## src/rtl/hzd_pkg.sv

```systemverilog
package hzd_pkg;
  typedef enum logic [1:0] {
    FWD_RF  = 2'b00,
    FWD_WB  = 2'b01,
    FWD_MEM = 2'b10
  } fwd_sel_e;
endpackage

```

## src/rtl/hzd_fwd_mux.sv

```systemverilog
module hzd_fwd_mux
  import hzd_pkg::*;
#(
  parameter int AW = 5
) (
  input  logic [AW-1:0] src,
  input  logic [AW-1:0] mem_rd,
  input  logic          mem_we,
  input  logic [AW-1:0] wb_rd,
  input  logic          wb_we,
  output fwd_sel_e      sel
);
  logic src_nz;
  logic mem_hit;
  logic wb_hit;

  always_comb begin
    src_nz  = (src != '0);
    mem_hit = src_nz && mem_we && (mem_rd == src);
    wb_hit  = src_nz && wb_we && (wb_rd == src);
    // younger producer first
    if (mem_hit)     sel = FWD_MEM;
    else if (wb_hit) sel = FWD_WB;
    else             sel = FWD_RF;
  end
endmodule

```

## src/rtl/hzd_load_use.sv

```systemverilog
module hzd_load_use #(
  parameter int AW = 5
) (
  input  logic [AW-1:0] ex_rd,
  input  logic          ex_we,
  input  logic          ex_is_load,
  input  logic [AW-1:0] id_rs1,
  input  logic [AW-1:0] id_rs2,
  output logic          hazard
);
  logic producer_ok;

  always_comb begin
    producer_ok = ex_is_load && ex_we && (ex_rd != '0);
    hazard      = producer_ok && ((ex_rd == id_rs1) || (ex_rd == id_rs2));
  end
endmodule

```

## src/rtl/hzd_arbiter.sv

```systemverilog
module hzd_arbiter (
  input  logic run_ok,
  input  logic hazard,
  input  logic stalled_last,
  input  logic br_valid,
  input  logic br_mispredict,
  output logic stall,
  output logic redirect
);
  always_comb begin
    redirect = br_valid && br_mispredict;
    // a squash overrides a hold; a hold never repeats back to back
    stall    = run_ok && hazard && !stalled_last && !redirect;
  end
endmodule

```

## src/rtl/pipe_hazard_ctl.sv

```systemverilog
module pipe_hazard_ctl
  import hzd_pkg::*;
#(
  parameter int AW = 5
) (
  input  logic          clk,
  input  logic          rst_n,
  input  logic [AW-1:0] id_rs1,
  input  logic [AW-1:0] id_rs2,
  input  logic [AW-1:0] ex_rs1,
  input  logic [AW-1:0] ex_rs2,
  input  logic [AW-1:0] ex_rd,
  input  logic          ex_we,
  input  logic          ex_is_load,
  input  logic [AW-1:0] mem_rd,
  input  logic          mem_we,
  input  logic [AW-1:0] wb_rd,
  input  logic          wb_we,
  input  logic          br_valid,
  input  logic          br_mispredict,
  output logic [1:0]    fwd_a,
  output logic [1:0]    fwd_b,
  output logic          stall_fd,
  output logic          bubble_ex,
  output logic          flush_if,
  output logic          flush_id
);
  localparam int NUM_SRC = 2;

  // reset release synchronizer
  logic rst_meta_q;
  logic rst_sync_q;

  always_ff @(posedge clk or negedge rst_n) begin
    if (!rst_n) begin
      rst_meta_q <= 1'b0;
      rst_sync_q <= 1'b0;
    end else begin
      rst_meta_q <= 1'b1;
      rst_sync_q <= rst_meta_q;
    end
  end

  // operand forwarding, one selector per execute source
  logic [AW-1:0] ex_src [NUM_SRC];
  fwd_sel_e      sel    [NUM_SRC];

  always_comb begin
    ex_src[0] = ex_rs1;
    ex_src[1] = ex_rs2;
  end

  for (genvar g = 0; g < NUM_SRC; g++) begin : g_src
    hzd_fwd_mux #(.AW(AW)) u_mux (
      .src    (ex_src[g]),
      .mem_rd (mem_rd),
      .mem_we (mem_we),
      .wb_rd  (wb_rd),
      .wb_we  (wb_we),
      .sel    (sel[g])
    );
  end

  assign fwd_a = sel[0];
  assign fwd_b = sel[1];

  // load-use detection and stall/flush arbitration
  logic hazard;
  logic stall;
  logic redirect;
  logic stalled_q;
  logic stalled_d;
  logic stalled_en;

  hzd_load_use #(.AW(AW)) u_lu (
    .ex_rd      (ex_rd),
    .ex_we      (ex_we),
    .ex_is_load (ex_is_load),
    .id_rs1     (id_rs1),
    .id_rs2     (id_rs2),
    .hazard     (hazard)
  );

  hzd_arbiter u_arb (
    .run_ok        (rst_sync_q),
    .hazard        (hazard),
    .stalled_last  (stalled_q),
    .br_valid      (br_valid),
    .br_mispredict (br_mispredict),
    .stall         (stall),
    .redirect      (redirect)
  );

  always_comb begin
    stalled_en = rst_sync_q;
    stalled_d  = stall;
  end

  always_ff @(posedge clk or negedge rst_n) begin
    if (!rst_n)          stalled_q <= 1'b0;
    else if (stalled_en) stalled_q <= stalled_d;
  end

  assign stall_fd  = stall;
  assign bubble_ex = stall;
  assign flush_if  = redirect;
  assign flush_id  = redirect;
endmodule

```

## config.mk

```make
export PLATFORM = sky130hd
export DESIGN_NAME = pipe_hazard_ctl
export DESIGN_NICKNAME = d
export VERILOG_FILES = /design/src/rtl/hzd_pkg.sv /design/src/rtl/hzd_fwd_mux.sv /design/src/rtl/hzd_load_use.sv /design/src/rtl/hzd_arbiter.sv /design/src/rtl/pipe_hazard_ctl.sv
export SDC_FILE = /design/constraint.sdc
export NUM_CORES = 1
export LEC_CHECK = 0
export ABC_AREA = 1
export BUFFER_PORTS_ARGS = -buffer_cell sky130_fd_sc_hd__buf_2
export CAP_MARGIN = 15
export CORE_ASPECT_RATIO = 1.2
export CORE_UTILIZATION = 43
export CTS_CLUSTER_SIZE = 24
export DETAILED_ROUTE_END_ITERATION = 10
export PLACE_DENSITY_LB_ADDON = 0.3
export SYNTH_ARGS = -nofsm -noshare
export SYNTH_HDL_FRONTEND = slang
export SYNTH_SLANG_ARGS = --single-unit
```

## constraint.sdc

```tcl
create_clock -name clk -period 2.99 [get_ports clk]
set_input_delay 0.598 -clock clk [delete_from_list [all_inputs] [get_ports clk]]
set_output_delay 0.598 -clock clk [all_outputs]
set_load 0.02 [all_outputs]
```

==> summary.md <==
| Metric | Value |
|---|---|
| Min setup slack post-route | 899.1 ps |
| Worst skew pair latency | 230 ps |
| Pin count of the biggest net entering global routing | 6 |
| Number of endpoints failing setup at the final stage | 0 |
| Setup tns final | 0 ps |
| Number of instances in the placed design | 197 |
| Unrepaired setup endpoints after global routing | no |
| Final non-filler cell total | 201 |
| Crit-path most repeated cell | sky130_fd_sc_hd__nor2_2 |
| Post-CTS clock slew at the launch and capture registers of the worst setup and hold paths | 40 ps |
| Number of routed nets with antenna violations | 0 |
| Clock tree from TritonCTS | built |
| Max-slew violation total from the final report | 0 |
| Multi-input gate area in the final layout | 505.5 sq um |
| Final core utilization | 0.6582 |
| Vias | 912 |
| Worst-case clock skew | 1.653 ps |
| Buffer type at the clock tree root | sky130_fd_sc_hd__clkbuf_4 |
| Slowest Stage Delay on Critical Path | 250 ps |
| Data arrival time of the worst path | 1490 ps |
| Average cell area after synthesis | 5.285 sq um |
| Clock period minus worst slack | 2091 ps |
| CTS sink count | 3 |
| Sequential standard cell area | 75.07 sq um |
| Number of flip-flops and latches in the synthesized netlist | 3 |
| Share of synthesized area occupied by flip-flops and latches | 0.1060 |
| Worst ir drop on vdd | 0.1112 mV |
| Min-Delay Path Class | input pin to asynchronous set/reset pin |
| Main synth FF type | sky130_fd_sc_hd__dfrtp_1 |
| Count of TritonRoute iterations in the first routing pass | 4 |
| Hold-fix buffers, CTS | 0 |
| Netlist area before placement | 708.2 sq um |
| Detailed Route WL | 1.774 mm |
| Pwr dens | 230.5 nW/um^2 |
| Worst-case register-to-register setup slack | 2150 ps |
| Slowest stage cell, crit path | sky130_fd_sc_hd__or2_1 |
| Count of flip-flops with a built-in enable after synthesis | 0 |
| Leftover overflow at the end of global routing | 0 |
| Combined buffer and inverter count along the critical path | 2 |
| Startpoint-to-endpoint class of the critical path | input pin to output port |
| Iteration-0 DRC count of the detailed router | 13 |
| Area growth from synthesis to layout | 37.81% |
| Global-route usage over all layers | 0.2100 |
| Category of cells accounting for the largest share of critical-path delay | simple AND/OR/NAND/NOR gates |
| CP cell instances | buf_2 -> or2_1 -> nor2_2 -> nand3_1 -> nand2_1 -> nor2_2 -> nor2_2 -> buf_2 |
| Critical Path Start Type | input pin |
| Share of layout cells above drive strength 1 | 0.3478 |
| Max-capacitance violation count | 0 |
| Hold Vio Cnt, Final | 0 |
| WL/cell | 8.826 microns |
| Antenna cells | 0 |
| Unique cell type count in the Yosys netlist | 20 |
| Status | finished clean |
| Initial antenna violation count | 0 |
| Overall power of the completed layout | 0.2250 mW |
| Top cell types by occurrence after synthesis | sky130_fd_sc_hd__nand2_1 (42), sky130_fd_sc_hd__inv_1 (18), sky130_fd_sc_hd__nor2_1 (16) |
| First-pass GRT wire length | 2.753 mm |
| Total I/O pin count | 51 |
| Final #Nets | 228 |
| Most common cell in the netlist | sky130_fd_sc_hd__nand2_1 |
| Minimum setup slack after placement | 894.9 ps |
| Biggest area contributors in the synthesized netlist | sky130_fd_sc_hd__nand2_1 (22%), sky130_fd_sc_hd__xnor2_1 (16%), sky130_fd_sc_hd__dfrtp_1 (11%), sky130_fd_sc_hd__inv_1 (9.5%), sky130_fd_sc_hd__nor2_1 (8.5%) |
| Core Footprint | 1483 sq um |
| Library cell with the largest summed area after synthesis | sky130_fd_sc_hd__nand2_1 |
| Effective utilization at floorplan | 0.4776 |
| Max frequency | 478.3 MHz |
| Nets in the synthesized netlist | 177 |
| Cell row count | 15 |
| H-Tree Level Count | 1 |
| Setup Buffers After CTS | 0 |
| Number of gates given a new drive strength after cts | 0 |
| Buffer depth of the longest clock path | 2 |
| Nature of the critical path endpoint | output port |
| Floorplan die height | 46.46 microns |
| Yosys warnings | 0 |
| Async set-or-reset flop fraction in the synthesized netlist | 1.000 |
| Required time at the endpoint of the critical path | 2390 ps |
| Area of the die | 1814 sq um |
| Synthesized instance count | 134 |
| Number of global-route vias before repair | 780 |
| Leakage power figure | 0.6167 nW |
| Estimated wirelength of the detail-placed design | 1.594 mm |
| Top-area cell type share of the netlist area | 0.2226 |
| Count of port buffers added during placement | 50 |
| Filler Cell Count | 148 |
| Final GP Congestion | 0.7372 |
| Via-to-Cell Ratio | 4.537 |
| Total DRC errors in the routed layout | 0 |
| Number of CTS-inserted buffers | 3 |
| CP max FO | 3 |
| DIE WIDTH | 39.05 microns |
| Ratio of final minimum period to clock period | 0.6993 |
==> kinds of logic after synthesis <==
family / share of synthesized area
buffers and inverters: 0.1802
other: 0.005295
AND/OR/NAND/NOR: 0.5088
XOR/XNOR: 0.1608
AO/OA/AOI/OAI: 0.03887
flip-flops: 0.1060
==> cell usage in the layout, fill, tap and decap left out, drive strengths merged <==
cell type,instances
nand2,42
inv,25
nand3,9
o211ai,1
nor2,19
clkinv,1
o21ai,2
clkbuf,4
nor3,3
conb,1
nand3b,1
buf,50
or2,5
nand4,3
a21oi,2
xnor2,13
dfrtp,3
==> power breakdown <==
part	internal, mW	total (mW)	switching, mW
sequential	0.0424	0.0430	0.000566
clock	0.0501	0.0716	0.0215
combinational	0.0517	0.110	0.0587
==> path summary, 6_finish.rpt <==
| path | startpoint | to | depth (start not counted) |
|---|---|---|---|
| setup / recovery | ex_rs1[3] | fwd_a[0] | 8 |
| hold / removal | rst_n | stalled_q$_DFFE_PN0P_ | 1 |
| setup reg to reg | stalled_q$_DFFE_PN0P_ | stalled_q$_DFFE_PN0P_ | 5 |
| hold reg to reg | rst_meta_q$_DFF_PN0_ | rst_sync_q$_DFF_PN0_ | 0 |
| max in group asynchronous | rst_n | rst_meta_q$_DFF_PN0_ | 1 |
| min in group clk | rst_meta_q$_DFF_PN0_ | rst_sync_q$_DFF_PN0_ | 0 |
==> metal layers <==
layer	vias to the layer above	share of wire	global-route usage
met4	0	0	0.04138
met5	-	0	0
li1	494	-	-
met2	34	0.54	0.4233
met3	0	0.045	0.02899
met1	384	0.41	0.2209
==> layout make-up <==
class	instances	area share
inverters	26	0.1000
multi-input cells	101	0.5179
clock buffers	4	0.02692
flip-flops and latches	3	0.07692
repair buffers	50	0.2564
well taps	17	0.02179
==> stage by stage <==
| stage | hold slack [ps] | cell area (sq um) |
|---|---|---|
| after floorplan | 302.4 | 708.2 |
| after global placement | 337.6 | 949.7 |
| after detailed placement | 354.4 | 949.7 |
| after CTS | 147.9 | 975.9 |
| after global routing | 143.4 | 975.9 |
| final | 151.8 | 975.9 |
==> state kept, by name, summed over array words and instances (netlist names) <==
name / flops
rst_sync_q: 1
rst_meta_q: 1
stalled_q: 1
Power figures use the tool's default switching activity.
